## config.mk

```make
export PLATFORM = sky130hd
export DESIGN_NAME = dacLoadSequencer
export DESIGN_NICKNAME = d
export VERILOG_FILES = /design/src/rtl/dacLoadPkg.sv /design/src/rtl/dacLoadCtrl.sv /design/src/rtl/dacLoadPath.sv /design/src/rtl/dacLoadSequencer.sv
export SDC_FILE = /design/constraint.sdc
export NUM_CORES = 1
export LEC_CHECK = 0
export BUFFER_PORTS_ARGS = -buffer_cell sky130_fd_sc_hd__buf_2
export CAP_MARGIN = 20
export CORE_MARGIN = 2
export CORE_UTILIZATION = 27
export DETAILED_ROUTE_END_ITERATION = 7
export RECOVER_POWER = 50
export REMOVE_ABC_BUFFERS = 1
export SYNTH_ARGS = -nofsm -noshare
export SYNTH_HDL_FRONTEND = slang
export SYNTH_SLANG_ARGS = --single-unit
```

## constraint.sdc

```tcl
create_clock -name clk -period 3.6 [get_ports clk]
set_input_delay 0.54 -clock clk [delete_from_list [all_inputs] [get_ports clk]]
set_output_delay 0.54 -clock clk [all_outputs]
set_load 0.005 [all_outputs]
```

## src/rtl/dacLoadPkg.sv

```systemverilog
package dacLoadPkg;

  typedef enum logic [2:0] {
    PH_IDLE, PH_SETUP, PH_WLOW, PH_AHIGH, PH_BLOW, PH_REL, PH_DONE
  } phase_e;

  // Commands from the control FSM to the pin datapath
  typedef struct packed {
    logic capture;   // latch the configuration bytes
    logic dataOn;    // drive the selected byte onto the bus
    logic wclkLow;   // write clock active (low)
    logic aHigh;     // strobe A active (high)
    logic bLow;      // strobe B active (low)
  } strobeCmd_t;

  // Minimum spacing in ps turned into whole cycles, never less than one
  function automatic int psToCycles(input int ps, input int periodPs);
    int c;
    c = (ps + periodPs - 1) / periodPs;
    if (c < 1) c = 1;
    return c;
  endfunction

endpackage

```

## src/rtl/dacLoadCtrl.sv

```systemverilog
module dacLoadCtrl
  import dacLoadPkg::*;
#(
  parameter int NUM_BYTES = 5,
  parameter int IDX_W     = 3,
  parameter int G_SETUP   = 1,
  parameter int G_WA      = 1,
  parameter int G_AB      = 1,
  parameter int G_HOLD    = 1,
  parameter int G_REC     = 1
) (
  input  logic             clk,
  input  logic             rstN,
  input  logic             startReq,
  output strobeCmd_t       cmd,
  output logic [IDX_W-1:0] byteSel,
  output logic             busy,
  output logic             done
);

  localparam int MAX_A = (G_SETUP > G_WA) ? G_SETUP : G_WA;
  localparam int MAX_B = (G_AB > G_HOLD) ? G_AB : G_HOLD;
  localparam int MAX_C = (MAX_A > MAX_B) ? MAX_A : MAX_B;
  localparam int MAX_G = (MAX_C > G_REC) ? MAX_C : G_REC;
  localparam int CNT_W = $clog2(MAX_G + 1);

  phase_e           state;
  logic [CNT_W-1:0] cnt;
  logic             lastByte;

  function automatic logic [CNT_W-1:0] ld(input int g);
    return CNT_W'(g - 1);
  endfunction

  assign lastByte = (byteSel == IDX_W'(NUM_BYTES - 1));

  always_ff @(posedge clk or negedge rstN) begin
    if (!rstN) begin
      state   <= PH_IDLE;
      cnt     <= '0;
      byteSel <= '0;
    end else begin
      case (state)
        PH_IDLE: if (startReq) begin
          state   <= PH_SETUP;
          cnt     <= ld(G_SETUP);
          byteSel <= '0;
        end
        PH_SETUP: if (cnt == '0) begin
          state <= PH_WLOW;
          cnt   <= ld(G_WA);
        end else cnt <= cnt - 1'b1;
        PH_WLOW: if (cnt == '0) begin
          state <= PH_AHIGH;
          cnt   <= ld(G_AB);
        end else cnt <= cnt - 1'b1;
        PH_AHIGH: if (cnt == '0) begin
          state <= PH_BLOW;
          cnt   <= ld(G_HOLD);
        end else cnt <= cnt - 1'b1;
        PH_BLOW: if (cnt == '0) begin
          state <= PH_REL;
          cnt   <= ld(G_REC);
        end else cnt <= cnt - 1'b1;
        PH_REL: if (cnt == '0) begin
          if (lastByte) state <= PH_DONE;
          else begin
            state   <= PH_SETUP;
            cnt     <= ld(G_SETUP);
            byteSel <= byteSel + 1'b1;
          end
        end else cnt <= cnt - 1'b1;
        PH_DONE: state <= PH_IDLE;
        default: state <= PH_IDLE;
      endcase
    end
  end

  always_comb begin
    cmd         = '0;
    cmd.capture = (state == PH_IDLE) && startReq;
    cmd.dataOn  = state inside {PH_SETUP, PH_WLOW, PH_AHIGH, PH_BLOW, PH_REL};
    cmd.wclkLow = state inside {PH_WLOW, PH_AHIGH, PH_BLOW};
    cmd.aHigh   = state inside {PH_AHIGH, PH_BLOW};
    cmd.bLow    = (state == PH_BLOW);
  end

  assign busy = (state != PH_IDLE);
  assign done = (state == PH_DONE);

  // done is a single-cycle pulse inside busy
  p_done_pulse_r8: assert property (@(posedge clk) disable iff (!rstN)
    done |=> !done);
  p_done_in_busy_r8: assert property (@(posedge clk) disable iff (!rstN)
    done |-> busy);
  // busy only rises after a start, and a start while idle is taken
  p_busy_from_start_r7: assert property (@(posedge clk) disable iff (!rstN)
    $rose(busy) |-> $past(startReq));
  p_start_taken_r7: assert property (@(posedge clk) disable iff (!rstN)
    (!busy && startReq) |=> busy);
  p_busy_holds_r7: assert property (@(posedge clk) disable iff (!rstN)
    (busy && !done) |=> busy);

endmodule

```

## src/rtl/dacLoadPath.sv

```systemverilog
module dacLoadPath
  import dacLoadPkg::*;
#(
  parameter int NUM_BYTES = 5,
  parameter int BYTE_W    = 8,
  parameter int IDX_W     = 3,
  parameter int G_WA      = 1,
  parameter int G_AB      = 1
) (
  input  logic                        clk,
  input  logic                        rstN,
  input  strobeCmd_t                  cmd,
  input  logic [IDX_W-1:0]            byteSel,
  input  logic [NUM_BYTES*BYTE_W-1:0] cfgBytes,
  output logic                        dacWrClk,
  output logic                        dacStrobeA,
  output logic                        dacStrobeB,
  output logic [BYTE_W-1:0]           dacData
);

  logic [BYTE_W-1:0] held [NUM_BYTES];

  always_ff @(posedge clk) begin
    if (cmd.capture) begin
      for (int i = 0; i < NUM_BYTES; i++)
        held[i] <= cfgBytes[i*BYTE_W +: BYTE_W];
    end
  end

  // Registered pins: glitch-free strobes, one cycle behind the FSM
  always_ff @(posedge clk or negedge rstN) begin
    if (!rstN) begin
      dacWrClk   <= 1'b1;
      dacStrobeA <= 1'b0;
      dacStrobeB <= 1'b1;
      dacData    <= '0;
    end else begin
      dacWrClk   <= !cmd.wclkLow;
      dacStrobeA <= cmd.aHigh;
      dacStrobeB <= !cmd.bLow;
      dacData    <= cmd.dataOn ? held[byteSel] : '0;
    end
  end

  // Run-length counters used only by the spacing assertions
  logic [15:0] lowRun, highRun;
  always_ff @(posedge clk or negedge rstN) begin
    if (!rstN) begin
      lowRun  <= '0;
      highRun <= '0;
    end else begin
      lowRun  <= dacWrClk ? '0 : ((&lowRun) ? lowRun : lowRun + 1'b1);
      highRun <= !dacStrobeA ? '0 : ((&highRun) ? highRun : highRun + 1'b1);
    end
  end

  p_a_inside_wclk_r2: assert property (@(posedge clk) disable iff (!rstN)
    dacStrobeA |-> !dacWrClk);
  p_b_inside_a_r2: assert property (@(posedge clk) disable iff (!rstN)
    !dacStrobeB |-> dacStrobeA);
  p_gap_wa_r3: assert property (@(posedge clk) disable iff (!rstN)
    $rose(dacStrobeA) |-> (lowRun >= 16'(G_WA)));
  p_gap_ab_r4: assert property (@(posedge clk) disable iff (!rstN)
    $fell(dacStrobeB) |-> (highRun >= 16'(G_AB)));
  p_data_stable_r5: assert property (@(posedge clk) disable iff (!rstN)
    !dacWrClk |-> $stable(dacData));

endmodule

```

## src/rtl/dacLoadSequencer.sv

```systemverilog
module dacLoadSequencer
  import dacLoadPkg::*;
#(
  parameter int NUM_BYTES     = 5,
  parameter int BYTE_W        = 8,
  parameter int CLK_PERIOD_PS = 10000,
  parameter int SETUP_PS      = 2000,
  parameter int WCLK_TO_A_PS  = 5000,
  parameter int A_TO_B_PS     = 4000,
  parameter int HOLD_PS       = 3000,
  parameter int RECOVER_PS    = 2000
) (
  input  logic                        clk,
  input  logic                        rstN,
  input  logic                        startReq,
  input  logic [NUM_BYTES*BYTE_W-1:0] cfgBytes,
  output logic                        dacWrClk,
  output logic                        dacStrobeA,
  output logic                        dacStrobeB,
  output logic [BYTE_W-1:0]           dacData,
  output logic                        busy,
  output logic                        done
);

  localparam int IDX_W   = (NUM_BYTES > 1) ? $clog2(NUM_BYTES) : 1;
  localparam int G_SETUP = psToCycles(SETUP_PS, CLK_PERIOD_PS);
  localparam int G_WA    = psToCycles(WCLK_TO_A_PS, CLK_PERIOD_PS);
  localparam int G_AB    = psToCycles(A_TO_B_PS, CLK_PERIOD_PS);
  localparam int G_HOLD  = psToCycles(HOLD_PS, CLK_PERIOD_PS);
  localparam int G_REC   = psToCycles(RECOVER_PS, CLK_PERIOD_PS);

  strobeCmd_t       cmd;
  logic [IDX_W-1:0] byteSel;

  dacLoadCtrl #(
    .NUM_BYTES(NUM_BYTES), .IDX_W(IDX_W), .G_SETUP(G_SETUP), .G_WA(G_WA),
    .G_AB(G_AB), .G_HOLD(G_HOLD), .G_REC(G_REC)
  ) i_ctrl (
    .clk(clk), .rstN(rstN), .startReq(startReq), .cmd(cmd),
    .byteSel(byteSel), .busy(busy), .done(done)
  );

  dacLoadPath #(
    .NUM_BYTES(NUM_BYTES), .BYTE_W(BYTE_W), .IDX_W(IDX_W),
    .G_WA(G_WA), .G_AB(G_AB)
  ) i_path (
    .clk(clk), .rstN(rstN), .cmd(cmd), .byteSel(byteSel), .cfgBytes(cfgBytes),
    .dacWrClk(dacWrClk), .dacStrobeA(dacStrobeA), .dacStrobeB(dacStrobeB),
    .dacData(dacData)
  );

endmodule

```

==> results of run 1 <==
-- flip-flops by register name, indices dropped and copies added, names as in the netlist --
signal,cells
i_path.dacData,8
i_path.held,40
i_path.dacStrobeB,1
i_path.dacWrClk,1
i_path.dacStrobeA,1
i_ctrl.byteSel,3
i_ctrl.state,3
-- layer usage --
layer  vias up  share of wire
met5         -              0
met4         0          0.020
met3        12          0.059
met2        35           0.51
li1        621              -
met1       608           0.41
-- layout by cell type, fill, tap and decap left out, types with 2 or more instances in the layout --
cell,count
a211oi_1,8
clkbuf_8,10
edfxtp_1,40
clkbuf_1,3
mux2_2,8
or3_1,2
dfstp_2,2
clkinv_2,2
mux2i_1,11
buf_2,52
nand2_1,9
bufinv_16,2
o22ai_1,9
ha_1,2
inv_1,5
dfrtp_1,15
nor2_1,3
-- per-stage QoR --
stage          total power (uW)  setup WS [ns]  area (um2)  instances
3_5_place_dp               1500           1.59        2550        284
2_1_floorplan              1300           1.39        2140        126
6_report                   2120           1.65        2760        300
5_1_grt                    2260           1.53        2760        300
3_3_place_gp               1490           1.61        2550        284
4_1_cts                    2170           1.64        2770        300
-- where the power goes --
part / switching (uW) / total [uW] / internal, uW / leakage, uW
registers: 106 / 1010 / 901 / 0.000581
clock network: 248 / 651 / 403 / 0.000110
logic: 246 / 464 / 218 / 0.000425
-- layout make-up --
class,instances,area (um2)
Clock inverter,6,81.3
Multi-Input combinational cell,64,488
Inverter,5,18.8
Fill cell,793,5010
Sequential cell,57,1630
Tap cell,102,128
Clock buffer,10,138
Timing Repair Buffer,56,279
-- cells by family after synthesis --
kind of cell    Yosys count
simple gates             23
fa+ha+maj                 2
compound gates           20
flops                    57
mux                      19
buf+inv                  10
-- worst max-delay path by stage --
stage / startpoint / to / slack [ns] / cells past startpoint
after floorplan: startReq / i_path.held[0][0] / 1.39 / 2
after global placement: startReq / i_path.held[0][5] / 1.61 / 4
after detailed placement: startReq / i_path.held[2][6] / 1.59 / 4
after CTS: i_ctrl.state[0] / i_path.held[2][5] / 1.64 / 3
after global routing: i_ctrl.state[0] / i_path.held[2][2] / 1.53 / 3
final: i_ctrl.state[0] / i_path.held[3][0] / 1.65 / 3
==> key figures, run 1 <==
Logic synthesis
  • Syn. warnings: 0
  • Post-synthesis compound-gate area fraction: 0.0644
  • FFs w/ async S/R, synth: 0.298
  • Largest cells by area after synthesis: edfxtp_1, dfrtp_1, mux2i_1
  • Post-synthesis simple-gate area fraction: 0.0564
  • Distinct cells, synth: 27
  • Mapped Avg Cell Area: approximately 17 um2
  • Commonest cells post-synth: edfxtp_1, dfrtp_1, mux2i_1
  • Top cell type's share of synthesized area: 0.552
  • Adder-cell share of the synthesized area: 0.0115
  • #FFs+latches synth: 57
  • Mapped Area: between 0.002 and 0.0025 mm2
  • XOR/XNOR Fraction of Synth Area: 0
  • Most common cell in the synthesized netlist: edfxtp_1
  • Largest family of logic cells by synthesized area: multiplexers
  • Sequential area share after synthesis: 0.749
  • Top_reg_cell synth: edfxtp_1
  • Area leader, netlist: edfxtp_1
  • Multiplexer share of the synthesized area: 0.0920
  • Post-Synthesis Cells: 131
  • EDFF count, synth: 40

Placement
  • Detailed Place HPWL: 2.66 mm
  • Port Buffers: 55
  • Gpl congestion: roughly 0.79

Clock tree
  • CTS H-tree depth: 3
  • TritonCTS Buffers: 9
  • CTS tree: built
  • Clk buf depth: 2
  • Postcts setup bufs: 0
  • Clock Latency Late Sink: approximately 0.33 ns
  • Post-cts sizing count: 0
  • CTS Hold Bufs: 0
  • Clock sinks: 57
  • CTS root buffer: clkbuf_8
  • Clock-pin slew on the worst setup and hold paths: approximately 0.070 ns

Routing
  • DR WL/cell: between 10 and 15 um
  • Antenna Nets Post-Route: 0
  • # DRC: 0
  • DRT Wirelength: about 4 mm
  • 1st-pass router iterations: 4
  • DR iter-0 viols: 64
  • Post-detailed-route via-to-cell ratio: between 4 and 5
  • Routed via count: 1276

Layout
  • N_diodes: 0
  • Area grow syn2layout: 26.9%
  • Share of cells above drive strength 1: 0.409
  • Nets: about 240
  • Utilization after layout: 0.356

STA
  • Final Hold Fails: 0
  • Final Hold Slack: 0.335 ns
  • Fmax: ~510 MHz
  • Final setup vio count: 0
  • RSZ-0062 raised after global routing: false
  • Worst Clk Skew: ~0.0069 ns
  • Slew margin rel.: 0.362
  • Final worst path period share: 0.542
  • Pins Over Slew Limit: 0
  • Worst Max-Slew Pin Slew: 0.957 ns
  • Fin crit period: slightly below 2 ns
  • Setup_tns: 0 ns

Status
  • Outcome: complete, no violations

Floorplanning
  • Num rows: 32
  • Starting density of the core: 0.280
  • # IOs: 56
  • Die height: 93.8 um
  • Core ar.: around 0.008 mm2
  • Die width: around 94 um
  • Die area: just under 0.009 mm2

Global routing
  • GR Overflow Total: 0
  • First-pass GRT wire length: between 6 and 7 mm
  • Grt peak-use layer: met2
  • Met1 Track Usage GR: 0.115
  • Met2 Usage GRT: 0.158
  • Met3 Track Usage GR: 0.0465
  • Pin count of the biggest net entering global routing: 41
  • Initial antenna violation count: 0
  • GRT Total Usage: 0.101
  • Vias in the first global route: between 1000 and 1500

Worst setup path
  • Critical path peak fanout: 40
  • Worst r2r dst: i_path.held[3][0]
  • Worst Path Buf+Inv: 2
  • Crit path kind: flop to flop
  • Reg-to-Reg Start: i_ctrl.state[0]
  • Reg2Reg Setup Slack: around 1.6 ns
  • CP cell instances: or4b_4, inv_1, buf_4
  • Critical Path Max Stage Delay: 0.58 ns
  • Crit-path slowest cell: or4b_4
  • Arr. time, crit path: between 1.5 and 2 ns
  • FF-to-FF path depth: 3
  • Startpoint types: flop
  • Kind of end point of the critical path: flop
  • CP Data Required Time: roughly 3.6 ns
  • Top delay family on crit path: simple AND/OR/NAND/NOR gates

Pwr
  • VDD IR max: ~280 uV
  • Static leakage: around 0.0011 uW
  • Power Dens Cells: roughly 770 mW/mm2

Run
  • Max cap viols: 0

Hold path
  • Worst hold path class: input pin to asynchronous set/reset pin
Note: power is estimated with default switching activity, not from simulation.
==> run 2: changes to the inputs <==
Clock period 3.6 ns to 1.9 ns, I/O delays scaled along.
==> run 2 against run 1 <==
- sequential share of layout area shrank 0.13 points
- flip-flop and latch count is the same
- first-iteration DRC count grew 55%
- non-clock buffer count grew 6
- clock-buffer cell count is the same
- die area is the same
- global-route usage shrank 0.15 points
- combinational power grew 130%
- critical path depth is the same
- hold slack lost 0.20 ns
- clock skew shrank 0.0015 ns
- setup slack lost 1.5 ns
- critical endpoint is now i_path.held[1][3]
- largest power group unchanged
==> key figures, run 2 (synthesis gave the netlist of run 1 again) <==
STA
  • Pins Over Slew Limit: 0 (unchanged)
  • RSZ-0062 raised after global routing: false (unchanged)
  • Slew margin rel.: 0.349 (was 0.362)
  • Final setup vio count: 0 (unchanged)
  • Fin crit period: 1.71 ns (was 1.95 ns)
  • Final Hold Fails: 0 (unchanged)
  • Fmax: 585 MHz (was 513 MHz)
  • Worst Max-Slew Pin Slew: 0.977 ns (was 0.957 ns)
  • Final worst path period share: 0.900 (was 0.542)
  • Worst Clk Skew: 0.00539 ns (was 0.00691 ns)

Layout
  • Reg area: 0.00163 mm2 (unchanged)
  • Most frequent cells in the layout: buf_2, edfxtp_1, dfrtp_1 (unchanged)
  • Biggest regs: i_path.held x40, i_path.dacData x8 (unchanged)
  • Largest Register: i_path.held (unchanged)
  • Share of cells above drive strength 1: 0.409 (about the same)
  • Commonest non-fill, non-tap cell in the layout: buf_2 (unchanged)
  • Layout Cells excl Fill: 305 (was 300)
  • Multi-input gate area: 488 um2 (unchanged)
  • Area grow syn2layout: 27.2% (was 26.9%)
  • Nets: 244 (was 238)
  • Fillers: 798 (was 793)
  • N_diodes: 0 (unchanged)
  • Max reg flops: 40 (unchanged)

Clock tree
  • CTS tree: built (unchanged)
  • CTS root buffer: clkbuf_8 (unchanged)
  • TritonCTS Buffers: 9 (unchanged)
  • Postcts setup bufs: 0 (unchanged)
  • CTS H-tree depth: 3 (unchanged)
  • Clock sinks: 57 (unchanged)
  • Clock-pin slew on the worst setup and hold paths: 0.06 ns (was 0.07 ns)
  • Clock Latency Late Sink: 0.32 ns (was 0.33 ns)
  • Clk buf depth: 2 (unchanged)

Hold path
  • Worst hold path class: input pin to flop (was input pin to asynchronous set/reset pin)
  • HP Start: cfgBytes[28]

Worst setup path
  • Beginning of the critical path: i_ctrl.state[1] (was i_ctrl.state[0])
  • Critical path peak fanout: 20 (was 40)
  • Reg-to-Reg Start: i_ctrl.state[1] (was i_ctrl.state[0])
  • Arr. time, crit path: 1.74 ns (was 1.92 ns)
  • Kind of end point of the critical path: flop (unchanged)
  • Reg2Reg Setup Slack: 0.19 ns (was 1.65 ns)
  • Crit path kind: flop to flop (unchanged)
  • Startpoint types: flop (unchanged)
  • CP Data Required Time: 1.93 ns (was 3.57 ns)

Placement
  • Dpl cells: 289 (was 284)
  • Gpl congestion: 0.729 (was 0.788)
  • Detailed Place HPWL: 2.84 mm (was 2.66 mm)
  • Port Buffers: 55 (unchanged)

Pwr
  • Static leakage: 0.00112 uW (about the same)
  • VDD IR max: 427 uV (was 282 uV)
  • Total Power: 3790 uW (was 2120 uW)
  • Power Dens Cells: 1370 mW/mm2 (was 768 mW/mm2)

Routing
  • Routed via count: 1285 (was 1276)
  • Post-detailed-route via-to-cell ratio: 4.21 (was 4.25)
  • 1st-pass router iterations: 4 (unchanged)
  • DR iter-0 viols: 99 (was 64)
  • # DRC: 0 (unchanged)
  • DRT Wirelength: 4.12 mm (was 4.07 mm)
  • DR WL/cell: 13.5 um (was 13.6 um)
  • Antenna Nets Post-Route: 0 (unchanged)

Global routing
  • Initial antenna violation count: 0 (unchanged)
  • First-pass GRT wire length: 6.22 mm (was 6.24 mm)
  • Vias in the first global route: 1266 (was 1298)
  • GR Overflow Total: 0 (unchanged)
  • Pin count of the biggest net entering global routing: 21 (was 41)
  • GRT Total Usage: 0.0997 (was 0.101)

Status
  • Outcome: complete, no violations (unchanged)

Floorplanning
  • Die height: 93.8 um (unchanged)
  • Die width: 93.8 um (unchanged)
  • Core ar.: 0.00777 mm2 (unchanged)
  • Num rows: 32 (unchanged)
  • Die area: 0.00879 mm2 (unchanged)
  • # IOs: 56 (unchanged)
  • Starting density of the core: 0.280 (unchanged)

Run
  • Max cap viols: 0 (unchanged)
## run 2: cell types whose count changed in the layout (fill, tap and decap cells not counted), sizes merged
cell         previous run  this run
bufinv                  2         0
clkinv                  3         4
buf                    53        59
dlygate4sd3             0         1
clkbuf                 13        12
## run 2: area by class of cell
class                   count  share of cell area
clock buffers              10              0.0461
clock inverters             5             0.00859
inverters                   5             0.00678
multi-input cells          64               0.176
flip-flops and latches     57               0.589
well taps                 102              0.0461
repair buffers             62               0.127
## run 2: final timing paths
| path | endpoint | cells after the start |
|---|---|---|
| setup reg to reg | i_path.held[1][3] | 3 |
| hold / removal | i_path.held[3][4] | 1 |
| hold reg to reg | i_ctrl.byteSel[2] | 1 |
| setup / recovery | i_path.held[1][3] | 3 |
| min in group asynchronous | i_path.dacData[2] | 2 |
| max in group asynchronous | i_ctrl.state[2] | 2 |
## run 2: where the power goes
group          total, uW  leakage (uW)  internal [uW]  switching [uW]
sequential          1830      0.000581           1710             119
clock                884     0.0000746            449             435
combinational       1080      0.000465            503             579
## run 2: what timing repair did
| action | CTS | global route |
|---|---|---|
| hold buffers | 1 | 0 |
| hold endpoints to repair | 15 | 0 |
| gates resized for setup | 0 | 0 |
| endpoints found under the setup margin | 0 | 0 |
## run 2: layer usage
| layer | GRT usage | part of all wire | wire length (um) |
|---|---|---|---|
| met1 | 0.115 | 0.43 | 1780 |
| met2 | 0.157 | 0.49 | 2010 |
| met3 | 0.0562 | 0.064 | 265 |
| met4 | 0.0326 | 0.013 | 53 |
| met5 | 0 | 0 | 0 |
## run 2: per-stage QoR
stage	TNS (ns)	setup slack, ns	cell area, um2	util	hold slack (ns)
after global placement	0	0.222	2610	0.336	0.246
final	0	0.190	2770	0.356	0.133
after floorplan	-11.83	-0.296	2140	-	-0.0106
after detailed placement	0	0.194	2610	0.336	0.241
after global routing	0	0.125	2770	0.356	0.0954
after CTS	0	0.188	2770	0.357	0.113
## run 2: worst max-delay path: stages (launching register included)
cell,delay (ns)
dfrtp_1,0.45
or4b_4,0.60
inv_1,0.17
buf_12,0.19
